<file path="src/rtl/rbm_pkg.sv">
package rbm_pkg;
  localparam int OP_W   = 4;
  localparam int PROD_W = 2 * OP_W;
  localparam int NSTAGE = 4;
  localparam int IDX_W  = $clog2(NSTAGE);
  localparam int TZ_W   = $clog2(OP_W);
  localparam int SH_W   = TZ_W + 1;
  localparam int CORE_W = 2;

  typedef logic [OP_W-1:0]   opnd_t;
  typedef logic [PROD_W-1:0] prod_t;

  typedef enum logic [3:0] {
    ST_IDLE, ST_RED0, ST_RED1, ST_RED2, ST_RED3, ST_CORE,
    ST_REB3, ST_REB2, ST_REB1, ST_REB0, ST_FIN
  } phase_t;

  // index of the lowest set bit (0 for a zero input)
  function automatic logic [TZ_W-1:0] trail_zeros(opnd_t v);
    logic [TZ_W-1:0] n;
    n = '0;
    for (int i = OP_W - 1; i >= 0; i--)
      if (v[i]) n = TZ_W'(i);
    return n;
  endfunction

  // even stages fold onto a complement, odd stages split off a power of two
  function automatic bit stage_folds(int unsigned k);
    return (k % 2) == 0;
  endfunction

  function automatic int unsigned stage_base(int unsigned k);
    if (stage_folds(k)) return 1 << (OP_W - k / 2);
    return 1 << (OP_W - 1 - k / 2);
  endfunction

  // undo a fold: high part = base - (ca + cb) + carry of low part
  function automatic prod_t fold_rebuild(opnd_t ca, opnd_t cb, prod_t p, int unsigned lg);
    prod_t base, upper, lower;
    base  = prod_t'(1) << lg;
    upper = base - prod_t'(ca) - prod_t'(cb) + (p >> lg);
    lower = p & (base - prod_t'(1));
    return (upper << lg) | lower;
  endfunction

  // undo a split: add kept operand times the base
  function automatic prod_t split_rebuild(opnd_t keep, prod_t p, int unsigned lg);
    return (prod_t'(keep) << lg) + p;
  endfunction
endpackage

</file>
<file path="src/rtl/rbm_core.sv">
module rbm_core
  import rbm_pkg::*;
(
  input  opnd_t a,
  input  opnd_t b,
  output prod_t p
);
  localparam opnd_t ONE = opnd_t'(1);

  logic [2*CORE_W-1:0] small_prod;

  assign small_prod = {{CORE_W{1'b0}}, a[CORE_W-1:0]} * {{CORE_W{1'b0}}, b[CORE_W-1:0]};

  always_comb begin
    if (a == ONE)      p = prod_t'(b);
    else if (b == ONE) p = prod_t'(a);
    else               p = prod_t'(small_prod);
  end
endmodule

</file>
<file path="src/rtl/rbm_strip.sv">
module rbm_strip
  import rbm_pkg::*;
(
  input  opnd_t           a,
  input  opnd_t           b,
  output opnd_t           sa,
  output opnd_t           sb,
  output logic [SH_W-1:0] shamt,
  output logic            any_zero
);
  logic [TZ_W-1:0] za, zb;

  assign za       = trail_zeros(a);
  assign zb       = trail_zeros(b);
  assign sa       = a >> za;
  assign sb       = b >> zb;
  assign shamt    = SH_W'(za) + SH_W'(zb);
  assign any_zero = (a == '0) || (b == '0);
endmodule

</file>
<file path="src/rtl/rbm_reduce.sv">
module rbm_reduce
  import rbm_pkg::*;
#(
  parameter int unsigned STAGE = 0
) (
  input  opnd_t a,
  input  opnd_t b,
  output opnd_t nx_a,
  output opnd_t nx_b,
  output logic  take
);
  localparam int unsigned    BASE   = stage_base(STAGE);
  localparam logic [OP_W:0]  BASE_W = (OP_W + 1)'(BASE);

  logic [OP_W:0] wa, wb;
  assign wa = {1'b0, a};
  assign wb = {1'b0, b};

  generate
    if (stage_folds(STAGE)) begin : g_fold
      localparam logic [OP_W:0] HALF_W = BASE_W >> 1;
      opnd_t ca, cb;
      assign take = (wa > HALF_W) && (wb > HALF_W);
      assign ca   = OP_W'(BASE_W - wa);
      assign cb   = OP_W'(BASE_W - wb);
      assign nx_a = take ? ca : a;
      assign nx_b = take ? cb : b;
    end else begin : g_split
      localparam logic [OP_W:0] KEEP_MIN = (OP_W + 1)'(2);
      logic          b_big;
      logic [OP_W:0] mx, mn;
      opnd_t         dif;
      assign b_big = wb > wa;
      assign mx    = b_big ? wb : wa;
      assign mn    = b_big ? wa : wb;
      assign take  = (mx > BASE_W) && (mn > KEEP_MIN);
      assign dif   = OP_W'(mx - BASE_W);
      assign nx_a  = (take && !b_big) ? dif : a;
      assign nx_b  = (take &&  b_big) ? dif : b;
    end
  endgenerate
endmodule

</file>
<file path="src/rtl/rbm_mul.sv">
module rbm_mul
  import rbm_pkg::*;
(
  input  logic              clk,
  input  logic              rst_n,
  input  logic              start,
  input  logic [OP_W-1:0]   op_a,
  input  logic [OP_W-1:0]   op_b,
  output logic              busy,
  output logic              done,
  output logic [PROD_W-1:0] product,
  output logic [NSTAGE-1:0] path_flags
);
  phase_t st, nxt;
  opnd_t  cur_a, cur_b;
  prod_t  acc;
  logic [NSTAGE-1:0] flg;
  opnd_t  pre_a [NSTAGE];
  opnd_t  pre_b [NSTAGE];
  logic [SH_W-1:0] shamt_q;
  logic   zero_q;
  prod_t  product_q;
  logic [NSTAGE-1:0] flags_q;
  logic   done_q;

  // strip stage
  opnd_t s_a, s_b;
  logic [SH_W-1:0] s_sh;
  logic s_zero;

  rbm_strip u_strip (
    .a(op_a), .b(op_b), .sa(s_a), .sb(s_b), .shamt(s_sh), .any_zero(s_zero)
  );

  // core multiply
  prod_t core_p;
  rbm_core u_core (.a(cur_a), .b(cur_b), .p(core_p));

  // per-stage reduce and rebuild
  opnd_t red_a [NSTAGE];
  opnd_t red_b [NSTAGE];
  logic [NSTAGE-1:0] take_v;
  prod_t reb_p [NSTAGE];

  for (genvar k = 0; k < NSTAGE; k++) begin : g_stage
    localparam int unsigned LG = $clog2(stage_base(k));
    rbm_reduce #(.STAGE(k)) u_red (
      .a(cur_a), .b(cur_b), .nx_a(red_a[k]), .nx_b(red_b[k]), .take(take_v[k])
    );
    if (stage_folds(k)) begin : g_f
      assign reb_p[k] = fold_rebuild(cur_a, cur_b, acc, LG);
    end else begin : g_s
      // the kept operand is the one the split left untouched
      assign reb_p[k] = split_rebuild((pre_a[k] == cur_a) ? cur_a : cur_b, acc, LG);
    end
  end

  logic [IDX_W-1:0] red_k, reb_k;

  always_comb begin
    nxt   = st;
    red_k = '0;
    reb_k = '0;
    case (st)
      ST_IDLE: if (start) nxt = s_zero ? ST_FIN : ST_RED0;
      ST_RED0: begin red_k = IDX_W'(0); nxt = ST_RED1; end
      ST_RED1: begin red_k = IDX_W'(1); nxt = ST_RED2; end
      ST_RED2: begin red_k = IDX_W'(2); nxt = ST_RED3; end
      ST_RED3: begin red_k = IDX_W'(3); nxt = ST_CORE; end
      ST_CORE: nxt = ST_REB3;
      ST_REB3: begin reb_k = IDX_W'(3); nxt = ST_REB2; end
      ST_REB2: begin reb_k = IDX_W'(2); nxt = ST_REB1; end
      ST_REB1: begin reb_k = IDX_W'(1); nxt = ST_REB0; end
      ST_REB0: begin reb_k = IDX_W'(0); nxt = ST_FIN;  end
      ST_FIN:  nxt = ST_IDLE;
      default: nxt = ST_IDLE;
    endcase
  end

  always_ff @(posedge clk or negedge rst_n) begin
    if (!rst_n) begin
      st        <= ST_IDLE;
      cur_a     <= '0;
      cur_b     <= '0;
      acc       <= '0;
      flg       <= '0;
      shamt_q   <= '0;
      zero_q    <= 1'b0;
      product_q <= '0;
      flags_q   <= '0;
      done_q    <= 1'b0;
      for (int k = 0; k < NSTAGE; k++) begin
        pre_a[k] <= '0;
        pre_b[k] <= '0;
      end
    end else begin
      st     <= nxt;
      done_q <= 1'b0;
      case (st)
        ST_IDLE: if (start) begin
          flg     <= '0;
          acc     <= '0;
          zero_q  <= s_zero;
          shamt_q <= s_sh;
          cur_a   <= s_a;
          cur_b   <= s_b;
          for (int k = 0; k < NSTAGE; k++) begin
            pre_a[k] <= '0;
            pre_b[k] <= '0;
          end
        end
        ST_RED0, ST_RED1, ST_RED2, ST_RED3: begin
          pre_a[red_k] <= cur_a;
          pre_b[red_k] <= cur_b;
          if (take_v[red_k]) begin
            cur_a      <= red_a[red_k];
            cur_b      <= red_b[red_k];
            flg[red_k] <= 1'b1;
          end
        end
        ST_CORE: acc <= core_p;
        ST_REB3, ST_REB2, ST_REB1, ST_REB0: begin
          if (flg[reb_k]) begin
            acc   <= reb_p[reb_k];
            cur_a <= pre_a[reb_k];
            cur_b <= pre_b[reb_k];
          end
        end
        ST_FIN: begin
          product_q <= zero_q ? '0 : (acc << shamt_q);
          flags_q   <= flg;
          done_q    <= 1'b1;
        end
        default: ;
      endcase
    end
  end

  assign busy       = (st != ST_IDLE);
  assign done       = done_q;
  assign product    = product_q;
  assign path_flags = flags_q;
endmodule

</file>
<file path="config.mk">
export PLATFORM = sky130hd
export DESIGN_NAME = rbm_mul
export DESIGN_NICKNAME = d
export VERILOG_FILES = /design/src/rtl/rbm_pkg.sv /design/src/rtl/rbm_core.sv /design/src/rtl/rbm_strip.sv /design/src/rtl/rbm_reduce.sv /design/src/rtl/rbm_mul.sv
export SDC_FILE = /design/constraint.sdc
export NUM_CORES = 1
export LEC_CHECK = 0
export BUFFER_PORTS_ARGS = -buffer_cell sky130_fd_sc_hd__buf_4
export CAP_MARGIN = 20
export CORE_AREA = 2 2 106 108
export DETAILED_ROUTE_END_ITERATION = 16
export DIE_AREA = 0 0 108 110
export PLACE_DENSITY = 0.73
export SLEW_MARGIN = 20
export SYNTH_ARGS = -nofsm -noshare
export SYNTH_HDL_FRONTEND = slang
export SYNTH_SLANG_ARGS = --single-unit
</file>
<file path="constraint.sdc">
create_clock -name clk -period 4.4 [get_ports clk]
set_input_delay 0.88 -clock clk [delete_from_list [all_inputs] [get_ports clk]]
set_output_delay 0.88 -clock clk [all_outputs]
set_load 0.005 [all_outputs]
</file>
==> reports/metrics.yaml <==
status: "finished, final reports clean"
synth_edf_count: 0
dr.first_iter.drc_count: 269
syn2layout_area_growth_pct: 9.32
critical-path-top-delay-family: "adder cells"
die_area_sq_mm: 0.0119
final-max-slew-violation-count: 0
route.detailed.drc: 0
rsz0062_at_grt: "no"
p_int_mw: 2.66
diodes: 0
leakage_nw: 2.62
power_mw: 5.20
syn_inst: 588
row_count: 38
startpoint_type: "register"
combPwrFrac_pct: 62.2
grt_pass1_vias: 4339
first_pass_iters: 5
irDropWorstVdd_uv: 396
globalRouteOverflowTotal: 0
worstSkewPairLatency_ns: 0.36
cp-end-kind: "register"
ys_ff_latch: 73
wl_per_cell_um: 19.2
clk_pin_slew_ns: 0.08
cp_cell_sequence: "inv_1 -> fa_1 -> ha_1 -> ha_1 -> fa_1 -> xnor2_1 -> xnor2_1 -> a21oi_1 -> o21ai_1 -> o31ai_1 -> or3b_1 -> nand3_1"
num_io_pins: 25
synth_fp_nets: 641
slew_headroom_pct: 36.9
root_buffer: "clkbuf_8"
num_vias: 4508
worstPathRequired_ns: 4.70
fmax_ghz: 0.287
slowest_delay_ns: 0.63
syn-cell-area_sq_mm: 0.00528
clockPowerShare_pct: 11.8
synth-async-reset-ratio_pct: 100
seq_area_frac_synth_pct: 34.6
cts_tree: "done"
clock_sinks: 73
die_h_um: 110
grt_max_degree: 74
core_area_sq_mm: 0.0107
place_hpwl_mm: 10.3
final_util_pct: 53.9
pre_cts_ws_ns: 0.977
period_minus_slack_ns: 3.48
path_class: "reg -> reg"
post-cts-setup-buffers: 0
tns_ns: 0
p_per_area_mw_per_mm2: 903
cap_violations: 0
cts_made_buffers: 9
syn_avg_cell_area_sq_um: 8.97
regToRegSetupSlack_ns: 0.92
setup_slack_ns: 0.916
routed_wl_mm: 14.2
grt_usage_pct: 25.3
swShare_pct: 48.9
hold_viol: 0
tightest_slew_ns: 0.947
antenna_found_initial: 0
ant_nets: 0
switching_power_mw: 2.54
gp_congestion: 0.902
hold_path.class: "reg -> reg"
clockBufferDepth: 2
arrival_ns: 3.78
min_period_over_period_pct: 79.2
path_max_fanout: 14
synth_cell_type_count: 62
die_w_um: 108
grt_pass1_wl_mm: 22.9
via_per_inst: 6.11
htree_levels: 3
ys_warn_count: 0
cts_resized: 0
port_buffers: 24
ctsHoldBuffers: 0
start_util_pct: 49.3
pwr-share-seq_pct: 26.0
crit_slowest_cell: "dfrtp_1"
setup_violations: 0
ys.flop_type: "dfrtp_1"
fin_skew_ns: 0.0102
critPathBufInv: 1
drive_gt1_share_pct: 11.4
fin_nets: 646
## cell usage after synthesis (3+ instances only)
cell type,n,area [sq um]
xor2_1,6,52.6
a21oi_1,22,110
nor3_1,12,60.1
nor2b_1,11,68.8
buf_2,7,35.0
ha_1,31,388
o211ai_1,4,30.0
o21a_1,3,22.5
o22ai_1,22,138
nand3_1,10,50.1
inv_1,27,101
mux2_2,3,33.8
a22oi_1,5,37.5
dfrtp_1,73,1830
buf_1,3,11.3
mux4_2,10,225
and2_1,4,25.0
xnor2_1,17,149
nor2_1,42,158
clkbuf_1,26,97.6
or3_1,3,18.8
nand2_1,86,323
fa_1,11,220
nor4_1,3,18.8
o21ai_1,4,20.0
inv_2,3,11.3
a22o_1,19,166
nand2b_1,4,25.0
mux2i_1,15,150
o31ai_1,6,45.0
and3_1,3,18.8
o21ai_0,41,205
a211oi_1,5,37.5
a21o_1,8,60.1
a221oi_1,4,35.0
## worst register-to-register path, cell delays in order (launching register included)
cell,delay [ns]
dfrtp_1,0.63
inv_1,0.29
fa_1,0.52
ha_1,0.32
ha_1,0.21
fa_1,0.38
xnor2_1,0.18
xnor2_1,0.14
a21oi_1,0.08
o21ai_1,0.12
o31ai_1,0.10
or3b_1,0.37
nand3_1,0.08
## layer usage
| layer | GRT usage (%) | share of wire (%) |
|---|---|---|
| met1 | 34.6 | 45 |
| met2 | 40.0 | 46 |
| met3 | 5.11 | 5.7 |
| met4 | 9.71 | 2.8 |
| met5 | 0 | 0 |
## power groups by stage
| stage | Sequential [mW] | Combinational, mW | Clock [mW] |
|---|---|---|---|
| final | 1.35 | 3.24 | 0.614 |
| after global routing | 1.40 | 3.59 | 0.653 |
| after CTS | 1.34 | 3.22 | 0.624 |
| after detailed placement | 1.36 | 3.20 | 0 |
| after global placement | 1.33 | 3.14 | 0 |
| after floorplan | 1.11 | 2.55 | 0 |
## registers in the layout (all words and copies together), names as in the netlist
| name | count |
|---|---|
| st | 4 |
| zero_q | 1 |
| acc | 8 |
| cur_b | 4 |
| shamt_q | 3 |
| cur_a | 4 |
| done | 1 |
| flg | 4 |
| product | 8 |
| pre_a | 16 |
| pre_b | 16 |
| path_flags | 4 |
## cells in the final DEF (no fill, tap or decap), types with 11 or more instances in the layout
cell type  instances
nand2_1           86
ha_1              31
o22ai_1           22
fa_1              11
nor3_1            12
mux2i_1           15
nor2b_1           11
o21ai_0           41
a21oi_1           22
inv_1             27
buf_4             30
xnor2_1           17
a22o_1            19
dfrtp_1           73
nor2_1            42
## final cells by class
cell class,count,area (sq um)
Clock inverter,6,91.3
Inverter,30,113
Fill cell,979,4930
Clock buffer,10,138
Multi-Input combinational cell,449,3200
Tap cell,140,175
Sequential cell,73,1830
Timing Repair Buffer,30,225
## per-stage QoR
step	hold slack (ns)	instance area [sq um]	cells
after floorplan	0.443	5280	588
after global placement	0.460	5540	722
after detailed placement	0.464	5540	722
after CTS	0.484	5770	738
after global routing	0.508	5770	738
final	0.479	5770	738
## path summary, 6_finish.rpt
check / from / to / cells past startpoint
worst max-delay path: cur_b[2] / acc[7] / 12
worst min-delay path: path_flags[3] / path_flags[3] / 2
worst max register to register: cur_b[2] / acc[7] / 12
worst min register to register: path_flags[3] / path_flags[3] / 2
max in group asynchronous: rst_n / cur_b[3] / 1
min in group asynchronous: rst_n / acc[3] / 1
## logic make-up (layout without fill, tap and decap cells)
logic type	count (synthesis)	in the layout	synth area share, %
XOR/XNOR	23	23	3.82
adder cells (fa/ha/maj)	42	42	11.5
AO/OA/AOI/OAI	160	160	19.9
flip-flops	73	73	34.6
multiplexers	29	29	8.04
AND/OR/NAND/NOR	195	195	17.2
buffers and inverters	66	76	4.86
Note: power is estimated with default switching activity, not from simulation.
